`src/rtl/erase_pkg.sv`:
```
package erase_pkg;

    localparam int DATA_W = 8;
    localparam logic [DATA_W-1:0] ERASED_BYTE = '1;
    localparam logic [DATA_W-1:0] ZERO_BYTE   = '0;

    typedef enum logic [2:0] {
        S_IDLE,
        S_PGM_SET,
        S_PGM_STRB,
        S_ERASE,
        S_VFY_ADDR,
        S_VFY_CHK,
        S_DONE
    } seq_state_t;

    typedef struct packed {
        logic ce_n;
        logic oe_n;
        logic prog_n;
        logic hv;
    } mem_ctl_t;

    function automatic logic byte_is_erased(input logic [DATA_W-1:0] d);
        return d == ERASED_BYTE;
    endfunction

    function automatic mem_ctl_t ctl_of(input seq_state_t s);
        mem_ctl_t c;
        c = '{ce_n: 1'b1, oe_n: 1'b1, prog_n: 1'b1, hv: 1'b0};
        case (s)
            S_PGM_SET:  c = '{ce_n: 1'b0, oe_n: 1'b1, prog_n: 1'b1, hv: 1'b0};
            S_PGM_STRB: c = '{ce_n: 1'b0, oe_n: 1'b1, prog_n: 1'b0, hv: 1'b0};
            S_ERASE:    c = '{ce_n: 1'b0, oe_n: 1'b1, prog_n: 1'b0, hv: 1'b1};
            S_VFY_ADDR,
            S_VFY_CHK:  c = '{ce_n: 1'b0, oe_n: 1'b0, prog_n: 1'b1, hv: 1'b0};
            default:    c = '{ce_n: 1'b1, oe_n: 1'b1, prog_n: 1'b1, hv: 1'b0};
        endcase
        return c;
    endfunction

endpackage

```
`src/rtl/erase_counter.sv`:
```
module erase_counter #(
    parameter int W = 8
) (
    input  logic         clk,
    input  logic         rst,
    input  logic         clr_i,
    input  logic         inc_i,
    input  logic [W-1:0] lim_i,
    output logic [W-1:0] cnt_o,
    output logic         hit_o
);

    logic [W-1:0] cnt_q;

    always_ff @(posedge clk) begin
        if (rst || clr_i) begin
            cnt_q <= '0;
        end else if (inc_i) begin
            cnt_q <= cnt_q + W'(1);
        end
    end

    assign cnt_o = cnt_q;
    assign hit_o = (cnt_q == lim_i);

endmodule

```
`src/rtl/erase_fsm.sv`:
```
module erase_fsm
    import erase_pkg::*;
#(
    parameter int TW        = 8,
    parameter int PGM_CYC   = 4,
    parameter int ERASE_CYC = 16
) (
    input  logic              clk,
    input  logic              rst,
    input  logic              start_i,
    input  logic [DATA_W-1:0] rdata_i,
    input  logic              tmr_hit_i,
    input  logic              addr_last_i,
    input  logic              try_hit_i,
    output logic              tmr_clr_o,
    output logic              tmr_inc_o,
    output logic [TW-1:0]     tmr_lim_o,
    output logic              addr_clr_o,
    output logic              addr_inc_o,
    output logic              try_clr_o,
    output logic              try_inc_o,
    output mem_ctl_t          ctl_o,
    output logic              done_o,
    output logic              pass_o,
    output logic              fail_o
);

    localparam logic [TW-1:0] PGM_LIM   = TW'(PGM_CYC - 1);
    localparam logic [TW-1:0] ERASE_LIM = TW'(ERASE_CYC - 1);

    seq_state_t state_q, state_d;
    logic       done_q, pass_q, fail_q;
    logic       set_done, set_pass, clr_status;

    always_ff @(posedge clk) begin
        if (rst) begin
            state_q <= S_IDLE;
            done_q  <= 1'b0;
            pass_q  <= 1'b0;
            fail_q  <= 1'b0;
        end else begin
            state_q <= state_d;
            if (clr_status) begin
                done_q <= 1'b0;
                pass_q <= 1'b0;
                fail_q <= 1'b0;
            end else if (set_done) begin
                done_q <= 1'b1;
                pass_q <= set_pass;
                fail_q <= !set_pass;
            end
        end
    end

    always_comb begin
        state_d    = state_q;
        tmr_clr_o  = 1'b0;
        tmr_inc_o  = 1'b0;
        tmr_lim_o  = PGM_LIM;
        addr_clr_o = 1'b0;
        addr_inc_o = 1'b0;
        try_clr_o  = 1'b0;
        try_inc_o  = 1'b0;
        set_done   = 1'b0;
        set_pass   = 1'b0;
        clr_status = 1'b0;
        case (state_q)
            S_IDLE, S_DONE: begin
                if (start_i) begin
                    state_d    = S_PGM_SET;
                    addr_clr_o = 1'b1;
                    try_clr_o  = 1'b1;
                    tmr_clr_o  = 1'b1;
                    clr_status = 1'b1;
                end
            end
            S_PGM_SET: begin
                tmr_clr_o = 1'b1;
                state_d   = S_PGM_STRB;
            end
            S_PGM_STRB: begin
                tmr_lim_o = PGM_LIM;
                if (tmr_hit_i) begin
                    tmr_clr_o = 1'b1;
                    if (addr_last_i) begin
                        state_d = S_ERASE;
                    end else begin
                        addr_inc_o = 1'b1;
                        state_d    = S_PGM_SET;
                    end
                end else begin
                    tmr_inc_o = 1'b1;
                end
            end
            S_ERASE: begin
                tmr_lim_o = ERASE_LIM;
                if (tmr_hit_i) begin
                    tmr_clr_o  = 1'b1;
                    try_inc_o  = 1'b1;
                    addr_clr_o = 1'b1;
                    state_d    = S_VFY_ADDR;
                end else begin
                    tmr_inc_o = 1'b1;
                end
            end
            S_VFY_ADDR: begin
                state_d = S_VFY_CHK;
            end
            S_VFY_CHK: begin
                if (!byte_is_erased(rdata_i)) begin
                    if (try_hit_i) begin
                        set_done = 1'b1;
                        state_d  = S_DONE;
                    end else begin
                        tmr_clr_o = 1'b1;
                        state_d   = S_ERASE;
                    end
                end else if (addr_last_i) begin
                    set_done = 1'b1;
                    set_pass = 1'b1;
                    state_d  = S_DONE;
                end else begin
                    addr_inc_o = 1'b1;
                    state_d    = S_VFY_ADDR;
                end
            end
            default: state_d = S_IDLE;
        endcase
    end

    assign ctl_o  = ctl_of(state_q);
    assign done_o = done_q;
    assign pass_o = pass_q;
    assign fail_o = fail_q;

    AST_DONE_HOLD: assert property (@(posedge clk) disable iff (rst)
        done_o && !start_i |=> done_o && $stable(pass_o) && $stable(fail_o));
    AST_PASS_FAIL_EXCL: assert property (@(posedge clk) disable iff (rst)
        !(pass_o && fail_o));
    AST_BUSY_START_IGNORED: assert property (@(posedge clk) disable iff (rst)
        (state_q == S_ERASE) && start_i && !tmr_hit_i |=> state_q == S_ERASE);
    AST_VFY_MISS_REERASE: assert property (@(posedge clk) disable iff (rst)
        (state_q == S_VFY_CHK) && !byte_is_erased(rdata_i) && !try_hit_i |=> ctl_o.hv);

endmodule

```
`src/rtl/erase_seq.sv`:
```
module erase_seq
    import erase_pkg::*;
#(
    parameter int DEPTH     = 131072,
    parameter int PGM_CYC   = 1250,
    parameter int ERASE_CYC = 25000000,
    parameter int MAX_TRY   = 200,
    localparam int AW       = $clog2(DEPTH)
) (
    input  logic              clk,
    input  logic              rst,
    input  logic              start_i,
    output logic [AW-1:0]     mem_addr_o,
    output logic [DATA_W-1:0] mem_wdata_o,
    input  logic [DATA_W-1:0] mem_rdata_i,
    output logic              ce_n_o,
    output logic              oe_n_o,
    output logic              prog_n_o,
    output logic              hv_req_o,
    output logic              done_o,
    output logic              pass_o,
    output logic              fail_o
);

    localparam int TMAX = (ERASE_CYC > PGM_CYC) ? ERASE_CYC : PGM_CYC;
    localparam int TW   = $clog2(TMAX + 1);
    localparam int CW   = $clog2(MAX_TRY + 1);
    localparam logic [AW-1:0] ADDR_LAST = AW'(DEPTH - 1);
    localparam logic [CW-1:0] TRY_LIM   = CW'(MAX_TRY);

    logic          tmr_clr, tmr_inc, tmr_hit;
    logic [TW-1:0] tmr_lim, tmr_cnt;
    logic          addr_clr, addr_inc, addr_hit;
    logic [AW-1:0] addr_cnt;
    logic          try_clr, try_inc, try_hit;
    logic [CW-1:0] try_cnt;
    mem_ctl_t      ctl;

    erase_counter #(.W(TW)) u_timer (
        .clk   (clk),
        .rst   (rst),
        .clr_i (tmr_clr),
        .inc_i (tmr_inc),
        .lim_i (tmr_lim),
        .cnt_o (tmr_cnt),
        .hit_o (tmr_hit)
    );

    erase_counter #(.W(AW)) u_addr (
        .clk   (clk),
        .rst   (rst),
        .clr_i (addr_clr),
        .inc_i (addr_inc),
        .lim_i (ADDR_LAST),
        .cnt_o (addr_cnt),
        .hit_o (addr_hit)
    );

    erase_counter #(.W(CW)) u_tries (
        .clk   (clk),
        .rst   (rst),
        .clr_i (try_clr),
        .inc_i (try_inc),
        .lim_i (TRY_LIM),
        .cnt_o (try_cnt),
        .hit_o (try_hit)
    );

    erase_fsm #(
        .TW        (TW),
        .PGM_CYC   (PGM_CYC),
        .ERASE_CYC (ERASE_CYC)
    ) u_fsm (
        .clk         (clk),
        .rst         (rst),
        .start_i     (start_i),
        .rdata_i     (mem_rdata_i),
        .tmr_hit_i   (tmr_hit),
        .addr_last_i (addr_hit),
        .try_hit_i   (try_hit),
        .tmr_clr_o   (tmr_clr),
        .tmr_inc_o   (tmr_inc),
        .tmr_lim_o   (tmr_lim),
        .addr_clr_o  (addr_clr),
        .addr_inc_o  (addr_inc),
        .try_clr_o   (try_clr),
        .try_inc_o   (try_inc),
        .ctl_o       (ctl),
        .done_o      (done_o),
        .pass_o      (pass_o),
        .fail_o      (fail_o)
    );

    assign mem_addr_o  = addr_cnt;
    assign mem_wdata_o = ZERO_BYTE;
    assign ce_n_o      = ctl.ce_n;
    assign oe_n_o      = ctl.oe_n;
    assign prog_n_o    = ctl.prog_n;
    assign hv_req_o    = ctl.hv;

    AST_PGM_BEFORE_HV: assert property (@(posedge clk) disable iff (rst)
        $rose(hv_req_o) && (try_cnt == '0) |-> addr_hit);
    AST_HV_END_ON_TIMER: assert property (@(posedge clk) disable iff (rst)
        $fell(hv_req_o) |-> $past(tmr_hit) && $past(tmr_cnt) == TW'(ERASE_CYC - 1));
    AST_VFY_NO_HV: assert property (@(posedge clk) disable iff (rst)
        !oe_n_o |-> !hv_req_o && prog_n_o && !ce_n_o);
    AST_TRY_BOUND: assert property (@(posedge clk) disable iff (rst)
        try_cnt <= TRY_LIM);
    AST_FAIL_AT_LIMIT: assert property (@(posedge clk) disable iff (rst)
        $rose(fail_o) |-> try_hit);
    AST_IDLE_AFTER_RESET: assert property (@(posedge clk)
        $past(rst) |-> ce_n_o && oe_n_o && prog_n_o && !hv_req_o && !done_o);

endmodule

```
`config.mk`:
```
export PLATFORM = sky130hd
export DESIGN_NAME = erase_seq
export DESIGN_NICKNAME = d
export VERILOG_FILES = /design/src/rtl/erase_pkg.sv /design/src/rtl/erase_counter.sv /design/src/rtl/erase_fsm.sv /design/src/rtl/erase_seq.sv
export SDC_FILE = /design/constraint.sdc
export NUM_CORES = 1
export LEC_CHECK = 0
export CORE_AREA = 2 2 78 80
export CTS_CLUSTER_DIAMETER = 30
export DETAILED_ROUTE_END_ITERATION = 10
export DIE_AREA = 0 0 80 82
export PLACE_DENSITY_LB_ADDON = 0.15
export SYNTH_ARGS = -nofsm -noshare
export SYNTH_HDL_FRONTEND = slang
export SYNTH_SLANG_ARGS = --single-unit
```
`constraint.sdc`:
```
create_clock -name clk -period 3.6 [get_ports clk]
set_clock_uncertainty 0.2 [all_clocks]
set_input_delay 0.72 -clock clk [delete_from_list [all_inputs] [get_ports clk]]
set_output_delay 0.72 -clock clk [all_outputs]
set_load 0.05 [all_outputs]
```
* Yosys cells after proc, flatten, opt, wreduce, memory -nomap -nowiden *
Index checks and enable logic that the tools add are counted.

storage, ports and cells
  register bits = 56
  bits in latches = 0
  RAM bits = 0
  ROM bits = 0
  memories kept = 0

operators by class
  $add $sub $neg = 3
  multiply operators = 0
  divide/modulo/power cells = 0
  magnitude comparators = 0
  equality and inequality tests = 13
  shift-type cells = 0
  multiplexer cells = 30
  bitwise gates (word level) = 0
  reductions and logical operators = 10

operators by type and width
  operator               number
  $add 25x1->25 const B  1
  $eq 25x25->1           1
  $mux 25                1
  $pmux 3 s6             1
  $add 17x1->17 const B  1
  $eq 17x17->1 const B   1
  $mux 1                 17
  $eq 8x8->1 const B     2
  $pmux 4 s4             1
  $mux 3                 5
  $eq 3x3->1 const B     3
  $add 8x1->8 const B    1
  $reduce_or 2->1        4
  $eq 3x2->1 const B     2
  $ne 2x2->1 const B     3
  $mux 2                 2
  $pmux 1 s2             2
  $pmux 1 s4             1
  $eq 3x1->1 const B     1
  $logic_not 3->1        1
  $logic_or 1x1->1       3
  $reduce_and 3->1       1
  $logic_not 1->1        1

* Longest topological paths before layout *
  word-level depth = 6
  mapped depth = 12
  mapped depth without buffers = 10

* Cells and area by module *
From an unflattened synthesis, not the netlist that was laid out.

second synthesis, totals
  cells, all modules = 437
  area total of the unflattened synthesis = 3642.2 µm²

modules (own cells, without submodules)
  module                   instances  cells an instance  area an instance (µm²)  seq. area each (µm²)
  erase_counter (u_timer)  1          169                1467.7                  500.5
  erase_counter (u_addr)   1          109                954.7                   340.3
  erase_fsm                1          99                 719.4                   120.1
  erase_counter (u_tries)  1          50                 432.9                   160.2
  erase_seq                1          10                 67.6                    0.0

* Worst setup path before layout *
Ideal clock, no wire load.

  path type = register to register
  start point = register u_addr.cnt_q[3] (netlist: u_addr.cnt_o[3])
  end point = register u_addr.cnt_q[16] (netlist: u_addr.cnt_o[16])
  arrival = 2.864 ns
  required time = 3.282 ns
  slack = 0.418 ns
  stages on the path, launching flop included = 13
  path buffers = 2
  clock period less this slack = 3.182 ns
  cell sequence = dfxtp_1 > nand4_1 > nor4_1 > nand4_1 > nor3_1 > ha_1 > or3_1 > a211oi_2 > a21oi_2 > buf_2 > buf_2 > mux2i_1 > nor2_1

between the ends
  word-level cells in the longest chain between the ends = 4

RTL lines
  element                                                                RTL line             text
  start, declared                                                        erase_counter.sv:13  logic [W-1:0] cnt_q;
  start signal, assigned                                                 erase_counter.sv:19  cnt_q <= cnt_q + W'(1);
  parallel branches: the longest is 4 deep, another holds $add 17x1->17  -

Parallel ways; which one is timed is not known.
A chain may end at the register's enable or synchronous reset.

* Final worst setup path *
Ends and elaborated chain as after synthesis.

==> impl_metrics.json <==
{
  "outcome": "completed",
  "grt_pass1_vias": 2398,
  "async_reset_ff_frac": 0,
  "mappedNetlistArea_sq_um": 3073,
  "io_buffers": 34,
  "seqPwrFrac": 0.519,
  "num_rows": 28,
  "viasPerCell": 5.557,
  "wirelength_mm": 6.478,
  "cts_tree": "done",
  "critPathArrivalTime_ps": 3000,
  "grt_max_degree": 30,
  "tightest_slew_ps": 627.4,
  "hold-worst-slack_ps": 288.3,
  "cts_resized": 0,
  "regToRegStartpoint": "u_addr.cnt_o[3]$_SDFFE_PP0P_",
  "fin_setup_tns_ps": 0,
  "gp_congestion": 0.8071,
  "fp.dieW_um": 80,
  "cap_violations": 0,
  "r2r_end": "u_addr.cnt_o[16]$_SDFFE_PP0P_",
  "drtPass1Iterations": 4,
  "clkSinkCount": 56,
  "crit_path_start_kind": "flip-flop",
  "drc": 0,
  "p_comb_frac": 0.154,
  "syn_to_final_growth_pct": 14.82,
  "synthCells": 375,
  "synthMuxAreaShare": 0.01995,
  "hp-class": "flip-flop to flip-flop",
  "worstHoldEndpoint": "u_fsm.done_o$_SDFFE_PP0P_",
  "synthXorXnorAreaFrac": 0.06555,
  "clk_pin_slew_ps": 100,
  "clock.fmax_ghz": 0.3317,
  "final_cell_mix": "dfxtp_1 (56), nor2_1 (43), clkdlybuf4s50_1 (34)",
  "synth_compound_area_frac": 0.1678,
  "grt-ovfl-total": 0,
  "power_frac_clock": 0.328,
  "fin_nets": 419,
  "setup_viol": 0,
  "initial_core_util": 0.5348,
  "met1_usage": 0.2631,
  "crit_type": "flip-flop to flip-flop",
  "rsz0062_at_grt": "false",
  "mostFrequentLayoutCell": "dfxtp_1",
  "cp.required_ps": 3580,
  "ys_types": 55,
  "postRouteAntennaNets": 0,
  "avgSynthCellArea_sq_um": 8.195,
  "cts-root-buf": "clkbuf_8",
  "grt_pass1_wl_mm": 10.96,
  "holdBufCountCts": 0,
  "grt_usage": 0.2067,
  "hold_viol_final": 0,
  "hpwl_mm": 4.708,
  "antenna_found_initial": 0,
  "routed-via-count": 2662,
  "ioPinCount": 43,
  "worstSetupEndpointType": "flip-flop",
  "yosysSeqAreaShare": 0.3648,
  "synth_edf_count": 0,
  "synth_seq_cells": 56,
  "maxSlewHeadroom": 0.5818,
  "hold_depth": 2,
  "netSwitchingPower_w": 0.0003583,
  "synth-main-ff-cell": "dfxtp_1",
  "internal-power_w": 0.0008949,
  "reg2reg_depth": 11,
  "gr-usage-met3": 0.03516,
  "swShare": 0.2859,
  "pwr_density_cell_nw_per_um2": 355.2,
  "layout_min_cycle_time_ps": 3015,
  "fin_crit_sh": 0.8375,
  "wire_per_inst_um": 13.52,
  "p_leak_nw": 1.142,
  "yosys_warnings": 0,
  "first_iter_violations": 131,
  "die_h_um": 82,
  "utilization": 0.6141,
  "slew_violations": 0,
  "synth_top_family_by_area": "simple AND/OR/NAND/NOR gates",
  "post_cts_buffers": 0,
  "grt_busiest_layer": "met2",
  "synthSimpleGateAreaFrac": 0.2907,
  "layout-drive-gt1-share": 0.06683,
  "clock_latency_ps": 310,
  "htreeDepth": 2,
  "numCtsBuffers": 5,
  "irDropWorstVdd_mv": 0.2802,
  "antennaDiodeCount": 0,
  "clk_path_buf_depth": 2,
  "die_area_sq_um": 6560,
  "r2r_setup_slack_ps": 580,
  "worstPathMaxFanout": 29,
  "n_fill_cell": 527,
  "holdCritStartpoint": "u_fsm.done_o$_SDFFE_PP0P_",
  "core_sq_um": 5746,
  "grt_util_met2": 0.3658,
  "synth_fa_ha_area_frac": 0.02036
}
==> worst max-delay path: stages (launching register included) <==
cell,delay [ps]
dfxtp_1,440
nand4_1,190
nor4_1,450
nand4_1,160
nor3_1,210
ha_1,310
or3_1,170
a211oi_2,50
a21oi_2,120
buf_4,280
mux2i_1,250
nor2_1,50
==> final cells by class <==
cell class              count  area [sq um]  share of cell area
well taps                  75         93.84             0.02660
multi-input cells         283          1764              0.5000
clock buffers               5         68.82             0.01950
inverters                  20         75.07             0.02128
repair buffers             37         362.8              0.1028
flip-flops and latches     56          1121              0.3177
clock inverters             3         42.54             0.01206
==> flip-flops by register name (all words and copies together), names as in the netlist <==
| register | flops |
|---|---|
| u_tries.cnt_o | 8 |
| u_timer.cnt_o | 25 |
| u_addr.cnt_o | 17 |
| u_fsm.pass_o | 1 |
| u_fsm.done_o | 1 |
| u_fsm.fail_o | 1 |
| u_fsm.state_q | 3 |
==> through the flow <==
step,power (W),std cells,setup WS (ps),cell area (sq um)
after detailed placement,0.0008583,471,598.8,3417
after floorplan,0.0008167,382,417.7,3099
after CTS,0.001265,479,577.5,3528
final,0.001253,479,584.9,3528
after global placement,0.0008574,471,634.8,3417
after global routing,0.001311,479,295.3,3528
==> layer usage <==
| metal | wire, um | part of all wire |
|---|---|---|
| met1 | 3078 | 0.48 |
| met2 | 3166 | 0.49 |
| met3 | 164 | 0.025 |
| met4 | 68 | 0.010 |
| met5 | 0 | 0 |
==> synth_stat cells, types with 12 or more instances <==
cell type,count,area (sq um)
a21oi_1,27,135.1
dfxtp_1,56,1121
inv_1,19,71.32
nand2_1,20,75.07
nand3_1,13,65.06
nand4_1,15,93.84
nor2_1,43,161.4
o21ai_0,14,70.07
or3_1,12,75.07
xor2_1,13,113.9
==> logic make-up (layout without fill, tap and decap cells) <==
family / count (synthesis) / count (layout)
AOI/OAI and AO/OA: 80 / 80
xor gates and xnor gates: 23 / 23
adders and majority gates: 5 / 5
buffers and inverters: 43 / 65
DFF: 56 / 56
muxes: 6 / 6
other: 1 / 8
and+or+nand+nor: 161 / 161
==> worst max path at each step <==
stage,startpoint,endpoint,slack (ps),cells past startpoint
after global placement,mem_rdata_i[6],u_addr.cnt_o[14]$_SDFFE_PP0P_,630,8
after detailed placement,mem_rdata_i[6],u_addr.cnt_o[14]$_SDFFE_PP0P_,600,8
after floorplan,u_addr.cnt_o[3]$_SDFFE_PP0P_,u_addr.cnt_o[16]$_SDFFE_PP0P_,420,12
after global routing,u_addr.cnt_o[3]$_SDFFE_PP0P_,u_addr.cnt_o[16]$_SDFFE_PP0P_,300,11
final,u_addr.cnt_o[3]$_SDFFE_PP0P_,u_addr.cnt_o[16]$_SDFFE_PP0P_,580,11
after CTS,u_fsm.state_q[0]$_SDFFE_PP0P_,hv_req_o,580,3
==> power groups by stage <==
| stage | sequential (W) | clock, W | combinational, W |
|---|---|---|---|
| detailed placement | 0.000665 | 0 | 0.000193 |
| CTS | 0.000651 | 0.000421 | 0.000194 |
| floorplan | 0.000647 | 0 | 0.000170 |
| finish | 0.000650 | 0.000411 | 0.000192 |
| global placement | 0.000664 | 0 | 0.000193 |
| global route | 0.000653 | 0.000448 | 0.000210 |
(Power assumes the default switching activity.)
